[config.mk]
export PLATFORM = sky130hd
export DESIGN_NAME = pwm_chain_reader
export DESIGN_NICKNAME = d
export VERILOG_FILES = /design/src/rtl/pwm_chain_pkg.sv /design/src/rtl/pwm_chain_datapath.sv /design/src/rtl/pwm_chain_ctrl.sv /design/src/rtl/pwm_chain_reader.sv
export SDC_FILE = /design/constraint.sdc
export NUM_CORES = 1
export LEC_CHECK = 0
export CAP_MARGIN = 40
export CORE_UTILIZATION = 46
export CTS_CLUSTER_DIAMETER = 120
export DETAILED_ROUTE_END_ITERATION = 8
export MAX_ROUTING_LAYER = met4
export PLACE_DENSITY = 0.76
export SLEW_MARGIN = 15
export SYNTH_ARGS = -nofsm -noshare
export SYNTH_HDL_FRONTEND = slang
export SYNTH_HIERARCHICAL = 1
export SYNTH_SLANG_ARGS = --single-unit
[constraint.sdc]
create_clock -name clk -period 3 [get_ports clk]
set_input_delay 0.6 -clock clk [delete_from_list [all_inputs] [get_ports clk]]
set_output_delay 0.6 -clock clk [all_outputs]
set_load 0.005 [all_outputs]
[src/rtl/pwm_chain_pkg.sv]
package pwm_chain_pkg;

  // Strobes from control to datapath
  typedef struct packed {
    logic startFrame; // clear counter and timeout at frame start
    logic counting;   // frame running, counter advances
    logic capture;    // a transition was seen, write the pixel
  } chain_strobe_t;

  typedef enum logic {
    ST_IDLE = 1'b0,
    ST_RUN  = 1'b1
  } chain_state_t;

  // Row visited at chain position idx
  function automatic int unsigned pathRow(int unsigned idx, int unsigned cols);
    return idx / cols;
  endfunction

  // Column visited at chain position idx; mode 0 = serpentine, 1 = raster
  function automatic int unsigned pathCol(int unsigned idx, int unsigned cols,
                                          int unsigned mode);
    int unsigned r;
    int unsigned c;
    r = idx / cols;
    c = idx % cols;
    if (mode == 0 && (r % 2) == 1) c = cols - 1 - c;
    return c;
  endfunction

endpackage

[src/rtl/pwm_chain_datapath.sv]
module pwm_chain_datapath
  import pwm_chain_pkg::*;
#(
  parameter int ROWS        = 6,
  parameter int COLS        = 12,
  parameter int CNT_W       = 16,
  parameter int SYNC_STAGES = 2,
  parameter int PATH_MODE   = 0,
  localparam int PIX   = ROWS * COLS,
  localparam int ROW_W = (ROWS > 1) ? $clog2(ROWS) : 1,
  localparam int COL_W = (COLS > 1) ? $clog2(COLS) : 1,
  localparam int IDX_W = (PIX > 1) ? $clog2(PIX) : 1
) (
  input  logic             clk,
  input  logic             rstN,
  input  logic             sensorOut,
  input  chain_strobe_t    strobe,
  input  logic [IDX_W-1:0] seqIdx,
  output logic             edgeSeen,
  output logic             pixWe,
  output logic [ROW_W-1:0] pixRow,
  output logic [COL_W-1:0] pixCol,
  output logic [CNT_W-1:0] pixVal,
  output logic             timeoutFlag
);

  localparam logic [CNT_W-1:0] CNT_MAX = '1;

  // Synchroniser for the asynchronous serial line
  logic [SYNC_STAGES-1:0] syncChain;
  logic                   prevLevel;
  logic                   syncLevel;

  always_ff @(posedge clk or negedge rstN) begin
    if (!rstN) syncChain <= '0;
    else       syncChain <= {syncChain[SYNC_STAGES-2:0], sensorOut};
  end

  assign syncLevel = syncChain[SYNC_STAGES-1];

  always_ff @(posedge clk or negedge rstN) begin
    if (!rstN) prevLevel <= 1'b0;
    else       prevLevel <= syncLevel;
  end

  assign edgeSeen = syncLevel ^ prevLevel;

  // Chain position to row/column table, computed at elaboration
  logic [ROW_W-1:0] lutRow [PIX];
  logic [COL_W-1:0] lutCol [PIX];

  generate
    for (genvar k = 0; k < PIX; k++) begin : g_path
      assign lutRow[k] = ROW_W'(pathRow(k, COLS));
      assign lutCol[k] = COL_W'(pathCol(k, COLS, PATH_MODE));
    end
  endgenerate

  // Saturating interval counter
  logic [CNT_W-1:0] intervalCnt;
  logic [CNT_W-1:0] captureVal;

  assign captureVal = (intervalCnt == CNT_MAX) ? CNT_MAX : intervalCnt + 1'b1;

  always_ff @(posedge clk or negedge rstN) begin
    if (!rstN) begin
      intervalCnt <= '0;
      timeoutFlag <= 1'b0;
    end else if (strobe.startFrame) begin
      intervalCnt <= '0;
      timeoutFlag <= 1'b0;
    end else if (strobe.counting) begin
      if (strobe.capture)              intervalCnt <= '0;
      else if (intervalCnt != CNT_MAX) intervalCnt <= intervalCnt + 1'b1;
      if (intervalCnt == CNT_MAX)      timeoutFlag <= 1'b1;
    end
  end

  // Pixel write port
  always_ff @(posedge clk or negedge rstN) begin
    if (!rstN) begin
      pixWe  <= 1'b0;
      pixRow <= '0;
      pixCol <= '0;
      pixVal <= '0;
    end else begin
      pixWe <= strobe.capture;
      if (strobe.capture) begin
        pixRow <= lutRow[seqIdx];
        pixCol <= lutCol[seqIdx];
        pixVal <= captureVal;
      end
    end
  end

endmodule

[src/rtl/pwm_chain_ctrl.sv]
module pwm_chain_ctrl
  import pwm_chain_pkg::*;
#(
  parameter int ROWS  = 6,
  parameter int COLS  = 12,
  localparam int PIX   = ROWS * COLS,
  localparam int IDX_W = (PIX > 1) ? $clog2(PIX) : 1
) (
  input  logic             clk,
  input  logic             rstN,
  input  logic             frameReq,
  input  logic             edgeSeen,
  output chain_strobe_t    strobe,
  output logic [IDX_W-1:0] seqIdx,
  output logic             sensorIn,
  output logic             frameDone
);

  localparam logic [IDX_W-1:0] LAST_IDX = IDX_W'(PIX - 1);

  chain_state_t state;

  always_comb begin
    strobe.startFrame = (state == ST_IDLE) && frameReq;
    strobe.counting   = (state == ST_RUN);
    strobe.capture    = (state == ST_RUN) && edgeSeen;
  end

  always_ff @(posedge clk or negedge rstN) begin
    if (!rstN) begin
      state     <= ST_IDLE;
      sensorIn  <= 1'b0;
      seqIdx    <= '0;
      frameDone <= 1'b0;
    end else begin
      frameDone <= 1'b0;
      case (state)
        ST_IDLE: begin
          if (frameReq) begin
            state    <= ST_RUN;
            sensorIn <= 1'b1;
            seqIdx   <= '0;
          end
        end
        ST_RUN: begin
          if (edgeSeen) begin
            if (seqIdx == LAST_IDX) begin
              state     <= ST_IDLE;
              sensorIn  <= 1'b0;
              frameDone <= 1'b1;
            end else begin
              seqIdx <= seqIdx + 1'b1;
            end
          end
        end
        default: state <= ST_IDLE;
      endcase
    end
  end

endmodule

[src/rtl/pwm_chain_reader.sv]
module pwm_chain_reader
  import pwm_chain_pkg::*;
#(
  parameter int ROWS        = 6,
  parameter int COLS        = 12,
  parameter int CNT_W       = 16,
  parameter int SYNC_STAGES = 2,
  parameter int PATH_MODE   = 0,
  localparam int PIX   = ROWS * COLS,
  localparam int ROW_W = (ROWS > 1) ? $clog2(ROWS) : 1,
  localparam int COL_W = (COLS > 1) ? $clog2(COLS) : 1,
  localparam int IDX_W = (PIX > 1) ? $clog2(PIX) : 1
) (
  input  logic             clk,
  input  logic             rstN,
  input  logic             frameReq,
  input  logic             sensorOut,
  output logic             sensorIn,
  output logic             pixWe,
  output logic [ROW_W-1:0] pixRow,
  output logic [COL_W-1:0] pixCol,
  output logic [CNT_W-1:0] pixVal,
  output logic             frameDone,
  output logic             timeoutFlag
);

  chain_strobe_t    strobe;
  logic [IDX_W-1:0] seqIdx;
  logic             edgeSeen;

  pwm_chain_ctrl #(
    .ROWS(ROWS),
    .COLS(COLS)
  ) u_ctrl (
    .clk      (clk),
    .rstN     (rstN),
    .frameReq (frameReq),
    .edgeSeen (edgeSeen),
    .strobe   (strobe),
    .seqIdx   (seqIdx),
    .sensorIn (sensorIn),
    .frameDone(frameDone)
  );

  pwm_chain_datapath #(
    .ROWS       (ROWS),
    .COLS       (COLS),
    .CNT_W      (CNT_W),
    .SYNC_STAGES(SYNC_STAGES),
    .PATH_MODE  (PATH_MODE)
  ) u_dp (
    .clk        (clk),
    .rstN       (rstN),
    .sensorOut  (sensorOut),
    .strobe     (strobe),
    .seqIdx     (seqIdx),
    .edgeSeen   (edgeSeen),
    .pixWe      (pixWe),
    .pixRow     (pixRow),
    .pixCol     (pixCol),
    .pixVal     (pixVal),
    .timeoutFlag(timeoutFlag)
  );

endmodule

==> metrics <==
Reg2Reg Setup Slack=0.69 ns; post_cts resized=0; share of synthesized area occupied by flip-flops and latches=44.8%; accumulated negative setup slack=0 ns; Final WS setup=0.694 ns; share of async-settable or async-resettable flops after synthesis=100%; total leakage power=1.39 nW; Clock Sink Count=54; core occupancy in the finished layout=55.0%; floorplan core area=0.00635 sq mm; net count reported at finish=358; Final Skew=0.00568 ns; overall die area=0.00689 sq mm; crit share post-route=76.9%; Post-synth EDFFs=0; post-synth design cell area=0.00302 sq mm; effective utilization at floorplan=47.5%; count of boundary I/O pins=31; number of antenna violations at the first check in global routing=0; top fanout value on the critical path=9; H-tree depth=2; worst skew pair latency=0.30 ns; clk buf depth=2; post-synth net total=335; DR vias=2624; beginning of the worst register-to-register path=u_dp/intervalCnt[0]; Cell Pwr Density=632 mW/mm^2; CTS root buffer=clkbuf_8; commonest non-fill, non-tap cell in the layout=dfrtp_1; post-synth top area share=44.8%; Routed wire per std cell=16.4 microns; sort of element at the start of the critical path=flop; flip-flop and latch count after synthesis=54; antenna-violating nets left=0; outcome=complete, no violations; CTS tree=done; R2R Path End=u_dp/intervalCnt[12]; placer's final routability congestion estimate=0.947; Final Setup Violations=0; yosys synthesis warning count=6; Final Hold Fails=0; vias in the first global route=2506; Final Slew Violations=0; Syn Area/Cell=9.34 sq um; total iterations of the first detailed-routing run=5; hold_buf cts=0; wire length of the first global-routing pass=12100 microns; leading cell types in the layout, fill and taps excluded=dfrtp_1 (54), nor2_1 (37), clkdlybuf4s50_1 (29), nand2_1 (23), a31oi_1 (19); library cell occupying the most area in the post-synthesis netlist=dfrtp_1; top area cells in the synthesized netlist=dfrtp_1 (45%), nor2_1 (4.6%), a31oi_1 (3.9%), ha_1 (3.3%), xnor2_1 (2.9%); unrepaired setup endpoints after global routing=no; Top FF cell, synth=dfrtp_1; distinct cell type count of the synthesized netlist=59; kind of critical path=flop to flop; iteration-0 DRC count of the detailed router=298; Max-Slew Margin vs Limit=50.2%; minimum clock period after layout=2.31 ns; Area growth syn-to-layout=15.7%; via-per-instance ratio=6.20; GRT Residual Overflow=0; routed wire length=6940 microns; Data arrival, critical path=2.50 ns; number of max-cap violations=0; Register-to-Register Path Depth=5; largest net degree at the start of global routing=38; Cell Rows=29; cts bufs inserted=5; DIE HEIGHT=83.0 microns; IR drop worst, VDD=0.310 mV; CTS clk-pin slew, worst paths=0.10 ns; post-placement worst setup slack=0.702 ns; fraction of final layout cells sized beyond drive strength 1=7.80%; global router's overall resource usage=22.1%; kind of end point of the critical path=flop; HPWL after detailed placement=4770 microns; count of input and output buffers=30; data required time at the worst endpoint=3.19 ns; antenna cell count=0; worst-margin pin slew=0.740 ns; highest clock frequency the design can meet=0.434 GHz; Hold WC Path Type=primary input to asynchronous set/reset pin; Remaining DRCs=0; number of instances in the synthesized netlist=323; die extent in x=83.0 microns; Post-CTS Setup Bufs=0
## power breakdown
group	total (mW)	leakage [nW]	switching (mW)	internal (mW)
Clock	0.497	0.0573	0.230	0.267
Sequential	1.05	0.673	0.183	0.864
Combinational	0.662	0.655	0.293	0.369
Total	2.21	1.39	0.706	1.50
## synthesized netlist by cell type (all sizes together) (2+ instances only)
master   number
o32ai         3
nor3b         3
nand3        10
a2111oi       2
nand4         7
a221oi        2
a211oi        3
o21ai         7
nor4          8
a41oi         5
dfrtp        54
a21oi        12
nor2b         5
o31ai         3
nand2        23
and4          2
o311ai        3
clkbuf       15
nand2b        5
xnor2        10
o211ai        3
o41ai         2
or2b          2
or3           4
ha            8
nor2         37
buf           7
mux2          3
o22ai         6
and3          4
nor3          4
or4           2
inv          17
a31oi        19
mux2i         4
xor2          3
or4b          2
o21a          2
## layer usage
metal  part of all wire (%)  global-route usage (%)  vias up
li1                       -                       -     1227
met1                     47                    31.9     1275
met2                     45                    31.9      107
met3                    6.1                    2.98       15
met4                    1.7                    7.84        0
met5                      0                       -        -
## flip-flops by register name, indices dropped and copies added (netlist names)
register	flops
u_dp/intervalCnt	16
u_dp/pixVal	16
u_ctrl/seqIdx	7
u_dp/pixCol	4
u_dp/pixRow	3
u_dp/syncChain	2
u_ctrl/frameDone	1
u_ctrl/sensorIn	1
u_ctrl/state	1
u_dp/pixWe	1
u_dp/prevLevel	1
u_dp/timeoutFlag	1
## how the worst max path moves through the flow
stage / from / end
finish: u_dp/intervalCnt[0] / u_dp/intervalCnt[12]
global route: u_dp/intervalCnt[0] / u_dp/pixVal[12]
CTS: u_dp/intervalCnt[0] / u_dp/intervalCnt[12]
detailed placement: frameReq / u_dp/intervalCnt[11]
global placement: frameReq / u_dp/intervalCnt[11]
floorplan: u_dp/intervalCnt[0] / u_dp/intervalCnt[12]
## worst max-delay path, cell delays in order, from the launching register on
cell	delay, ns
dfrtp_1	0.46
ha_1	0.27
nand3_1	0.12
or4_1	0.69
o311a_1	0.38
o31a_1	0.27
## logic make-up after synthesis
group	after synthesis	synth area share (%)
xor gates and xnor gates	13	3.77
muxes	7	2.45
AOI/OAI and AO/OA	81	19.4
and+or+nand+nor	119	20.5
DFF	54	44.8
adders and majority gates	9	3.65
buffers and inverters	40	5.43
## through the flow
| step | hold WS [ns] | area [sq um] | total power [mW] | cells |
|---|---|---|---|---|
| 4_1_cts | 0.242 | 3490 | 2.22 | 423 |
| 6_report | 0.230 | 3490 | 2.21 | 423 |
| 5_1_grt | 0.264 | 3490 | 2.36 | 423 |
| 3_5_place_dp | 0.337 | 3380 | 1.71 | 416 |
| 3_3_place_gp | 0.337 | 3380 | 1.68 | 416 |
| 2_1_floorplan | 0.304 | 3020 | 1.41 | 323 |
## area by class of cell
class / count / area, sq um
clock buffer: 6 / 82.6
clock inverter: 1 / 30.0
fill: 559 / 2860
inverter: 18 / 67.6
multi-input combinational: 229 / 1510
sequential: 54 / 1350
tap: 77 / 96.3
timing repair buffer: 38 / 355
Note: power is estimated with default switching activity, not from simulation.
